===== src/rtl/gpio_irq_pkg.sv =====
package gpio_irq_pkg;

   localparam int unsigned REG_DATA_W = 32;

   // byte offsets decoded by software drivers
   localparam int unsigned OFS_PIN  = 32'h00;
   localparam int unsigned OFS_DIR  = 32'h04;
   localparam int unsigned OFS_IEN  = 32'h08;
   localparam int unsigned OFS_STAT = 32'h0C;
   localparam int unsigned OFS_PEND = 32'h10;
   localparam int unsigned OFS_CLR  = 32'h14;
   localparam int unsigned OFS_MODE = 32'h18;
   localparam int unsigned OFS_POL  = 32'h1C;
   localparam int unsigned OFS_VER  = 32'h20;
   localparam int unsigned OFS_BOTH = 32'h24;

   typedef enum logic [3:0] {
      SEL_NONE, SEL_PIN, SEL_DIR, SEL_IEN, SEL_STAT, SEL_PEND,
      SEL_CLR, SEL_MODE, SEL_POL, SEL_VER, SEL_BOTH
   } reg_sel_e;

   function automatic reg_sel_e decode_addr(input logic [31:0] a);
      reg_sel_e s;
      case (a)
         OFS_PIN:  s = SEL_PIN;
         OFS_DIR:  s = SEL_DIR;
         OFS_IEN:  s = SEL_IEN;
         OFS_STAT: s = SEL_STAT;
         OFS_PEND: s = SEL_PEND;
         OFS_CLR:  s = SEL_CLR;
         OFS_MODE: s = SEL_MODE;
         OFS_POL:  s = SEL_POL;
         OFS_VER:  s = SEL_VER;
         OFS_BOTH: s = SEL_BOTH;
         default:  s = SEL_NONE;
      endcase
      return s;
   endfunction

endpackage


===== src/rtl/gpio_in_sync.sv =====
module gpio_in_sync #(
   parameter int unsigned WIDTH  = 32,
   parameter int unsigned STAGES = 2
) (
   input  logic             clk,
   input  logic             rst_n,
   input  logic [WIDTH-1:0] d_async,
   output logic [WIDTH-1:0] q_sync
);

   generate
      if (STAGES < 2) begin : g_bad_stages
         $error("gpio_in_sync: STAGES must be at least 2");
      end
   endgenerate

   logic [WIDTH-1:0] stage_q [STAGES];

   always_ff @(posedge clk or negedge rst_n) begin
      if (!rst_n) stage_q[0] <= '0;
      else        stage_q[0] <= d_async;
   end

   generate
      for (genvar s = 1; s < STAGES; s++) begin : g_stage
         always_ff @(posedge clk or negedge rst_n) begin
            if (!rst_n) stage_q[s] <= '0;
            else        stage_q[s] <= stage_q[s-1];
         end
      end
   endgenerate

   assign q_sync = stage_q[STAGES-1];

endmodule


===== src/rtl/gpio_trig_unit.sv =====
module gpio_trig_unit #(
   parameter int unsigned NUM_PINS      = 32,
   parameter bit          HAS_BOTH_EDGE = 1'b1
) (
   input  logic                clk,
   input  logic                rst_n,
   input  logic [NUM_PINS-1:0] lvl_now,
   input  logic [NUM_PINS-1:0] mode_edge,
   input  logic [NUM_PINS-1:0] pol_high,
   input  logic [NUM_PINS-1:0] both_sel,
   input  logic                clr_stb,
   input  logic [NUM_PINS-1:0] clr_mask,
   output logic [NUM_PINS-1:0] status
);

   logic [NUM_PINS-1:0] lvl_prev_q;
   logic [NUM_PINS-1:0] edge_flag_q;
   logic [NUM_PINS-1:0] edge_hit;
   logic [NUM_PINS-1:0] clr_eff;

   assign clr_eff = clr_stb ? clr_mask : '0;

   generate
      for (genvar p = 0; p < NUM_PINS; p++) begin : g_pin
         logic rise, fall, single_hit;
         assign rise       = lvl_now[p] & ~lvl_prev_q[p];
         assign fall       = ~lvl_now[p] & lvl_prev_q[p];
         assign single_hit = pol_high[p] ? rise : fall;
         if (HAS_BOTH_EDGE) begin : g_both
            assign edge_hit[p] = mode_edge[p] & (both_sel[p] ? (rise | fall) : single_hit);
         end else begin : g_single
            assign edge_hit[p] = mode_edge[p] & single_hit;
         end
         assign status[p] = mode_edge[p] ? edge_flag_q[p]
                                         : (pol_high[p] ? lvl_now[p] : ~lvl_now[p]);
      end
   endgenerate

   always_ff @(posedge clk or negedge rst_n) begin
      if (!rst_n) begin
         lvl_prev_q  <= '0;
         edge_flag_q <= '0;
      end else begin
         lvl_prev_q  <= lvl_now;
         edge_flag_q <= edge_hit | (edge_flag_q & ~clr_eff);
      end
   end


   edge_set_chk: assert property (@(posedge clk) disable iff (!rst_n)
      (|edge_hit) |=> ((edge_flag_q & $past(edge_hit)) == $past(edge_hit)));


   clr_drop_chk: assert property (@(posedge clk) disable iff (!rst_n)
      clr_stb |=> ((edge_flag_q & $past(clr_mask & ~edge_hit)) == '0));

endmodule


===== src/rtl/gpio_reg_file.sv =====
module gpio_reg_file
   import gpio_irq_pkg::*;
#(
   parameter int unsigned NUM_PINS      = 32,
   parameter int unsigned ADDR_W        = 6,
   parameter int unsigned VERSION       = 3,
   parameter bit          HAS_BOTH_EDGE = 1'b1
) (
   input  logic                  clk,
   input  logic                  rst_n,
   input  logic [ADDR_W-1:0]     bus_addr,
   input  logic                  bus_we,
   input  logic [REG_DATA_W-1:0] bus_wdata,
   output logic [REG_DATA_W-1:0] bus_rdata,
   input  logic [NUM_PINS-1:0]   pin_sync,
   input  logic [NUM_PINS-1:0]   status,
   output logic [NUM_PINS-1:0]   out_q,
   output logic [NUM_PINS-1:0]   dir_q,
   output logic [NUM_PINS-1:0]   mode_q,
   output logic [NUM_PINS-1:0]   pol_q,
   output logic [NUM_PINS-1:0]   both_q,
   output logic [NUM_PINS-1:0]   pend,
   output logic                  clr_stb,
   output logic [NUM_PINS-1:0]   clr_mask
);

   localparam logic [NUM_PINS-1:0] DIR_RST = '1;

   reg_sel_e            sel;
   logic [NUM_PINS-1:0] wvec;
   logic [NUM_PINS-1:0] ien_q;
   logic [NUM_PINS-1:0] rd_vec;

   assign sel      = decode_addr(32'(bus_addr));
   assign wvec     = bus_wdata[NUM_PINS-1:0];
   assign clr_stb  = bus_we && (sel == SEL_CLR);
   assign clr_mask = wvec;
   assign pend     = status & ien_q;

   always_ff @(posedge clk or negedge rst_n) begin
      if (!rst_n) begin
         out_q  <= '0;
         dir_q  <= DIR_RST;
         ien_q  <= '0;
         mode_q <= '0;
         pol_q  <= '0;
      end else if (bus_we) begin
         case (sel)
            SEL_PIN:  out_q  <= wvec;
            SEL_DIR:  dir_q  <= wvec;
            SEL_IEN:  ien_q  <= wvec;
            SEL_MODE: mode_q <= wvec;
            SEL_POL:  pol_q  <= wvec;
            default:  ;
         endcase
      end
   end

   generate
      if (HAS_BOTH_EDGE) begin : g_both_reg
         always_ff @(posedge clk or negedge rst_n) begin
            if (!rst_n)                          both_q <= '0;
            else if (bus_we && sel == SEL_BOTH)  both_q <= wvec;
         end
      end else begin : g_no_both
         assign both_q = '0;
      end
   endgenerate

   always_comb begin
      case (sel)
         SEL_PIN:  rd_vec = (dir_q & pin_sync) | (~dir_q & out_q);
         SEL_DIR:  rd_vec = dir_q;
         SEL_IEN:  rd_vec = ien_q;
         SEL_STAT: rd_vec = status;
         SEL_PEND: rd_vec = pend;
         SEL_MODE: rd_vec = mode_q;
         SEL_POL:  rd_vec = pol_q;
         SEL_BOTH: rd_vec = both_q;
         default:  rd_vec = '0;
      endcase
      bus_rdata = '0;
      bus_rdata[NUM_PINS-1:0] = rd_vec;
      if (sel == SEL_VER) bus_rdata = REG_DATA_W'(VERSION);
   end


   dir_hold_chk: assert property (@(posedge clk) disable iff (!rst_n)
      !(bus_we && sel == SEL_DIR) |=> $stable(dir_q));


   ver_read_chk: assert property (@(posedge clk) disable iff (!rst_n)
      (sel == SEL_VER) |-> (bus_rdata == REG_DATA_W'(VERSION)));


   hole_read_chk: assert property (@(posedge clk) disable iff (!rst_n)
      (sel == SEL_NONE) |-> (bus_rdata == '0));

endmodule


===== src/rtl/gpio_irq_ctrl.sv =====
module gpio_irq_ctrl
   import gpio_irq_pkg::*;
#(
   parameter int unsigned NUM_PINS      = 32,
   parameter int unsigned ADDR_W        = 6,
   parameter int unsigned SYNC_STAGES   = 2,
   parameter int unsigned VERSION       = 3,
   parameter bit          HAS_BOTH_EDGE = 1'b1
) (
   input  logic                  clk,
   input  logic                  rst_n,
   input  logic [ADDR_W-1:0]     bus_addr,
   input  logic                  bus_we,
   input  logic [REG_DATA_W-1:0] bus_wdata,
   output logic [REG_DATA_W-1:0] bus_rdata,
   input  logic [NUM_PINS-1:0]   pin_in,
   output logic [NUM_PINS-1:0]   pin_out,
   output logic [NUM_PINS-1:0]   pin_oe,
   output logic                  irq
);

   generate
      if (NUM_PINS < 1 || NUM_PINS > REG_DATA_W) begin : g_bad_pins
         $error("gpio_irq_ctrl: NUM_PINS must be 1..32");
      end
      if (ADDR_W < 6 || ADDR_W > 32) begin : g_bad_addr
         $error("gpio_irq_ctrl: ADDR_W must be 6..32");
      end
      if (HAS_BOTH_EDGE && VERSION < 3) begin : g_bad_ver
         $error("gpio_irq_ctrl: both-edge detection needs VERSION >= 3");
      end
   endgenerate

   logic [NUM_PINS-1:0] pin_sync;
   logic [NUM_PINS-1:0] status;
   logic [NUM_PINS-1:0] out_q, dir_q, mode_q, pol_q, both_q, pend, clr_mask;
   logic                clr_stb;

   gpio_in_sync #(.WIDTH(NUM_PINS), .STAGES(SYNC_STAGES)) u_sync (
      .clk     (clk),
      .rst_n   (rst_n),
      .d_async (pin_in),
      .q_sync  (pin_sync)
   );

   gpio_trig_unit #(.NUM_PINS(NUM_PINS), .HAS_BOTH_EDGE(HAS_BOTH_EDGE)) u_trig (
      .clk       (clk),
      .rst_n     (rst_n),
      .lvl_now   (pin_sync),
      .mode_edge (mode_q),
      .pol_high  (pol_q),
      .both_sel  (both_q),
      .clr_stb   (clr_stb),
      .clr_mask  (clr_mask),
      .status    (status)
   );

   gpio_reg_file #(
      .NUM_PINS(NUM_PINS), .ADDR_W(ADDR_W),
      .VERSION(VERSION), .HAS_BOTH_EDGE(HAS_BOTH_EDGE)
   ) u_regs (
      .clk       (clk),
      .rst_n     (rst_n),
      .bus_addr  (bus_addr),
      .bus_we    (bus_we),
      .bus_wdata (bus_wdata),
      .bus_rdata (bus_rdata),
      .pin_sync  (pin_sync),
      .status    (status),
      .out_q     (out_q),
      .dir_q     (dir_q),
      .mode_q    (mode_q),
      .pol_q     (pol_q),
      .both_q    (both_q),
      .pend      (pend),
      .clr_stb   (clr_stb),
      .clr_mask  (clr_mask)
   );

   assign pin_out = out_q;
   assign pin_oe  = ~dir_q;
   assign irq     = |pend;


   irq_masked_chk: assert property (@(posedge clk) disable iff (!rst_n)
      (pend == '0) |-> !irq);


   oe_dir_chk: assert property (@(posedge clk) disable iff (!rst_n)
      ((pin_oe & dir_q) == '0));

endmodule


===== config.mk =====
export PLATFORM = sky130hd
export DESIGN_NAME = gpio_irq_ctrl
export DESIGN_NICKNAME = d
export VERILOG_FILES = /design/src/rtl/gpio_irq_pkg.sv /design/src/rtl/gpio_in_sync.sv /design/src/rtl/gpio_trig_unit.sv /design/src/rtl/gpio_reg_file.sv /design/src/rtl/gpio_irq_ctrl.sv
export SDC_FILE = /design/constraint.sdc
export NUM_CORES = 1
export LEC_CHECK = 0
export ABC_AREA = 0
export BUFFER_PORTS_ARGS = -buffer_cell sky130_fd_sc_hd__buf_2
export CAP_MARGIN = 10
export CORE_ASPECT_RATIO = 1.5
export CORE_MARGIN = 5
export CORE_UTILIZATION = 50
export DETAILED_ROUTE_END_ITERATION = 8
export GPL_TIMING_DRIVEN = 0
export PLACE_DENSITY_LB_ADDON = 0.05
export SKIP_CTS_REPAIR_TIMING = 1
export SKIP_LAST_GASP = 1
export SLEW_MARGIN = 20
export SYNTH_ARGS = -nofsm -noshare
export SYNTH_HDL_FRONTEND = slang
export SYNTH_SLANG_ARGS = --single-unit

===== constraint.sdc =====
create_clock -name clk -period 3.7 [get_ports clk]
set_input_delay 0.37 -clock clk [delete_from_list [all_inputs] [get_ports clk]]
set_output_delay 0.37 -clock clk [all_outputs]
set_load 0.01 [all_outputs]

==> reports/summary.txt <==
Chip height -> 226 um
Drt drc -> 0
Count of cell types in the netlist -> 56
Initial DRC Count -> 938
Via/cell ratio -> 5.89
Final net count -> 1731
Peak VDD IR -> 427 uV
Final Power -> 9.63 mW
Reg2reg path depth -> 6
Max-slew headroom -> 27.9%
Internal power -> 6.99 mW
Die Span X -> 154 um
Final Hold Fails -> 0
Syn_nets -> 1487
Warnings, synthesis -> 0
Hold WS -> 0.154 ns
Final min period -> 3.66 ns
Max Cap Viol -> 0
Drt wl/cell -> 23.7 um
Vias -> 11.9k
Initial DRT Pass Iterations -> 6
Switching power -> 2.64 mW
Crit path max-delay family -> simple AND/OR/NAND/NOR gates
Vias in the first global route -> 12.0k
Worst r2r src -> u_sync.q_sync[29]
FFs w/ async S/R, synth -> 100%
R2r endpoint -> u_trig.edge_flag_q[29]
CTS Sinks -> 320
Synth Flop Type -> dfrtp_1
Setup violators final -> 0
Gpl congestion -> 0.948
Flop-to-flop setup slack -> 2.12 ns
Hold Crit Endpoint -> u_regs.both_q[8]
Synth area leader -> dfrtp_1
Post-Syn Instances -> 1350
Syn avg cell area -> 11.5 um2
Min-Delay Path Depth -> 2
Area added between synthesis and finish -> 19.4%
Share of Yosys cell area claimed by the top area cell type -> 46.3%
Combinational fraction of design power -> 14.8%
First-pass GRT wire length -> 71900 um
Hold_sp -> bus_wdata[8]
PortBufs -> 169
Clk root buf -> clkbuf_16
CP max stage cell -> clkbuf_1
Core area -> 30900 um2
Share of layout cells above drive strength 1 -> 29.5%
Layout Skew -> 0.00852 ns
CTS tree -> built
Die Footprint -> 34800 um2
Seq cells post-synth -> 320
Clock power share -> 37.9%
Unrepaired setup endpoints after global routing -> no
Sw frac -> 27.4%
Critical Path AT -> 3.29 ns
Initial Utilization -> 50.3%
Critical path endpoint category -> output pin
Initial antenna violation count -> 0
Worst Max-Slew Pin Slew -> 1.08 ns
Post-synthesis sequential area ratio -> 51.7%
Status -> complete, no violations
FP Rows -> 79
TritonCTS buffer count -> 35
Post-synth EDFFs -> 0
Global-route usage over all layers -> 27.1%
I/O pin cnt -> 170
Mapped cell area -> 15600 um2
Maximum net fanout on the critical path -> 10
Pleak -> 8.81 nW
# diodes -> 0
Max Fclk -> 0.273 GHz
Overflow after GRT -> 0
Pwr dens -> 518 nW/um2
Clock buffer depth -> 3
Crit Path Category -> input port to output pin
DP Wirelength -> 33400 um
Slew Viols, Final -> 0
Routed Antenna Nets -> 0
Worst skew pair latency -> 0.53 ns
Final Cycle Share -> 99.0%
Critical path cell sequence -> buf_2, clkbuf_1, nor2_1, clkbuf_1, nand2_1, nor3_1, a211oi_1, nand4_1, buf_2
Largest cells by area after synthesis -> dfrtp_1 46%, mux2_2 14%, dfstp_2 5.4%
Seq pwr share -> 47.3%
Clk slew on worst S/H paths -> 0.06 ns
Max H-tree Level -> 2
WP buf/inv -> 4
Final wirelength -> 47900 um
Setup crit start kind -> input port
Hold Crit Class -> input port to flop
Largest net degree at the start of global routing -> 98
CP peak stage delay -> 0.66 ns
Required time worst endpoint -> 3.33 ns
power groups by stage:
stage                     Clock (mW)  Combinational [mW]  Sequential (mW)
final                           3.65                1.42             4.56
after global routing            3.85                1.57             4.63
after CTS                       3.71                1.41             4.54
after detailed placement           0                1.40             4.60
after global placement             0                1.36             4.58
after floorplan                    0               0.886             4.47
synthesized netlist by cell type, drive strengths merged (11+ instances only):
master	number
and3	29
mux2i	11
o22ai	11
nand4	22
a22o	36
mux2	202
o21ai	58
nor2	27
ha	64
dfstp	32
clkbuf	29
nor2b	43
a222oi	26
buf	26
xor2	16
xnor2	16
nand3	31
a21oi	52
inv	104
and2	13
nand2	84
a211oi	46
dfrtp	288
metrics by stage:
stage	instances	cell area [um2]	utilization, %	worst slack, ns	setup TNS, ns
after floorplan	1350	15600	-	1.18	0
after global placement	1924	16900	54.7	-3.93	-1180.35
after detailed placement	1927	17000	55.0	-0.314	-2.56
after CTS	1990	18200	58.9	-0.325	-2.81
after global routing	2025	18600	60.1	0.0242	0
final	2025	18600	60.1	0.0383	0
layout by cell type (no fill, tap or decap), types with 18 or more instances in the layout:
| cell | instances |
|---|---|
| a222oi_1 | 26 |
| o21ai_0 | 58 |
| dfrtp_1 | 288 |
| buf_1 | 18 |
| ha_1 | 64 |
| clkbuf_1 | 37 |
| a22o_1 | 34 |
| nor2_1 | 26 |
| dfstp_2 | 32 |
| nor2b_1 | 43 |
| and3_1 | 29 |
| nand3_1 | 27 |
| nand4_1 | 22 |
| mux2_2 | 199 |
| a211oi_1 | 46 |
| dlygate4sd3_1 | 33 |
| a21oi_1 | 52 |
| buf_2 | 175 |
| nand2_1 | 84 |
| clkbuf_16 | 37 |
| inv_1 | 104 |
area by class of cell:
cell class | count | area [um2]
Tap cell | 405 | 507
Multi-Input combinational cell | 871 | 6930
Buffer | 55 | 224
Fill cell | 2618 | 12400
Clock buffer | 55 | 1080
Timing Repair Buffer | 207 | 1280
Sequential cell | 320 | 8050
Inverter | 104 | 390
Clock inverter | 8 | 121
per-layer routing:
metal / wire length [um] / global-route usage (%)
met3: 3000 / 3.97
met1: 18100 / 32.9
met2: 25000 / 48.5
met5: 0 / 0
met4: 1750 / 10.4
worst max-delay path by stage:
| stage | start | end | cells past startpoint |
|---|---|---|---|
| after CTS | bus_addr[1] | bus_rdata[16] | 9 |
| after global placement | rst_n | u_sync.stage_q[35] | 1 |
| after global routing | bus_addr[3] | bus_rdata[19] | 9 |
| after floorplan | u_regs.mode_q[19] | irq | 6 |
| after detailed placement | bus_addr[1] | bus_rdata[16] | 9 |
| final | bus_addr[3] | bus_rdata[20] | 9 |
flip-flops by register name (all words and copies together), names as in the netlist:
| name | count |
|---|---|
| u_trig.edge_flag_q | 32 |
| u_trig.lvl_prev_q | 32 |
| u_regs.both_q | 32 |
| u_sync.stage_q | 32 |
| u_regs.dir_q | 32 |
| u_regs.mode_q | 32 |
| u_sync.q_sync | 32 |
| u_regs.ien_q | 32 |
| u_regs.out_q | 32 |
| u_regs.pol_q | 32 |
cell families after synthesis:
family | count (synthesis) | synth area share [%]
mux | 213 | 15.3
compound gates | 283 | 12.6
flops | 320 | 51.7
xor+xnor | 32 | 1.80
buf+inv | 159 | 3.94
fa+ha+maj | 64 | 5.14
simple gates | 279 | 9.46
Note: power is estimated with default switching activity, not from simulation.
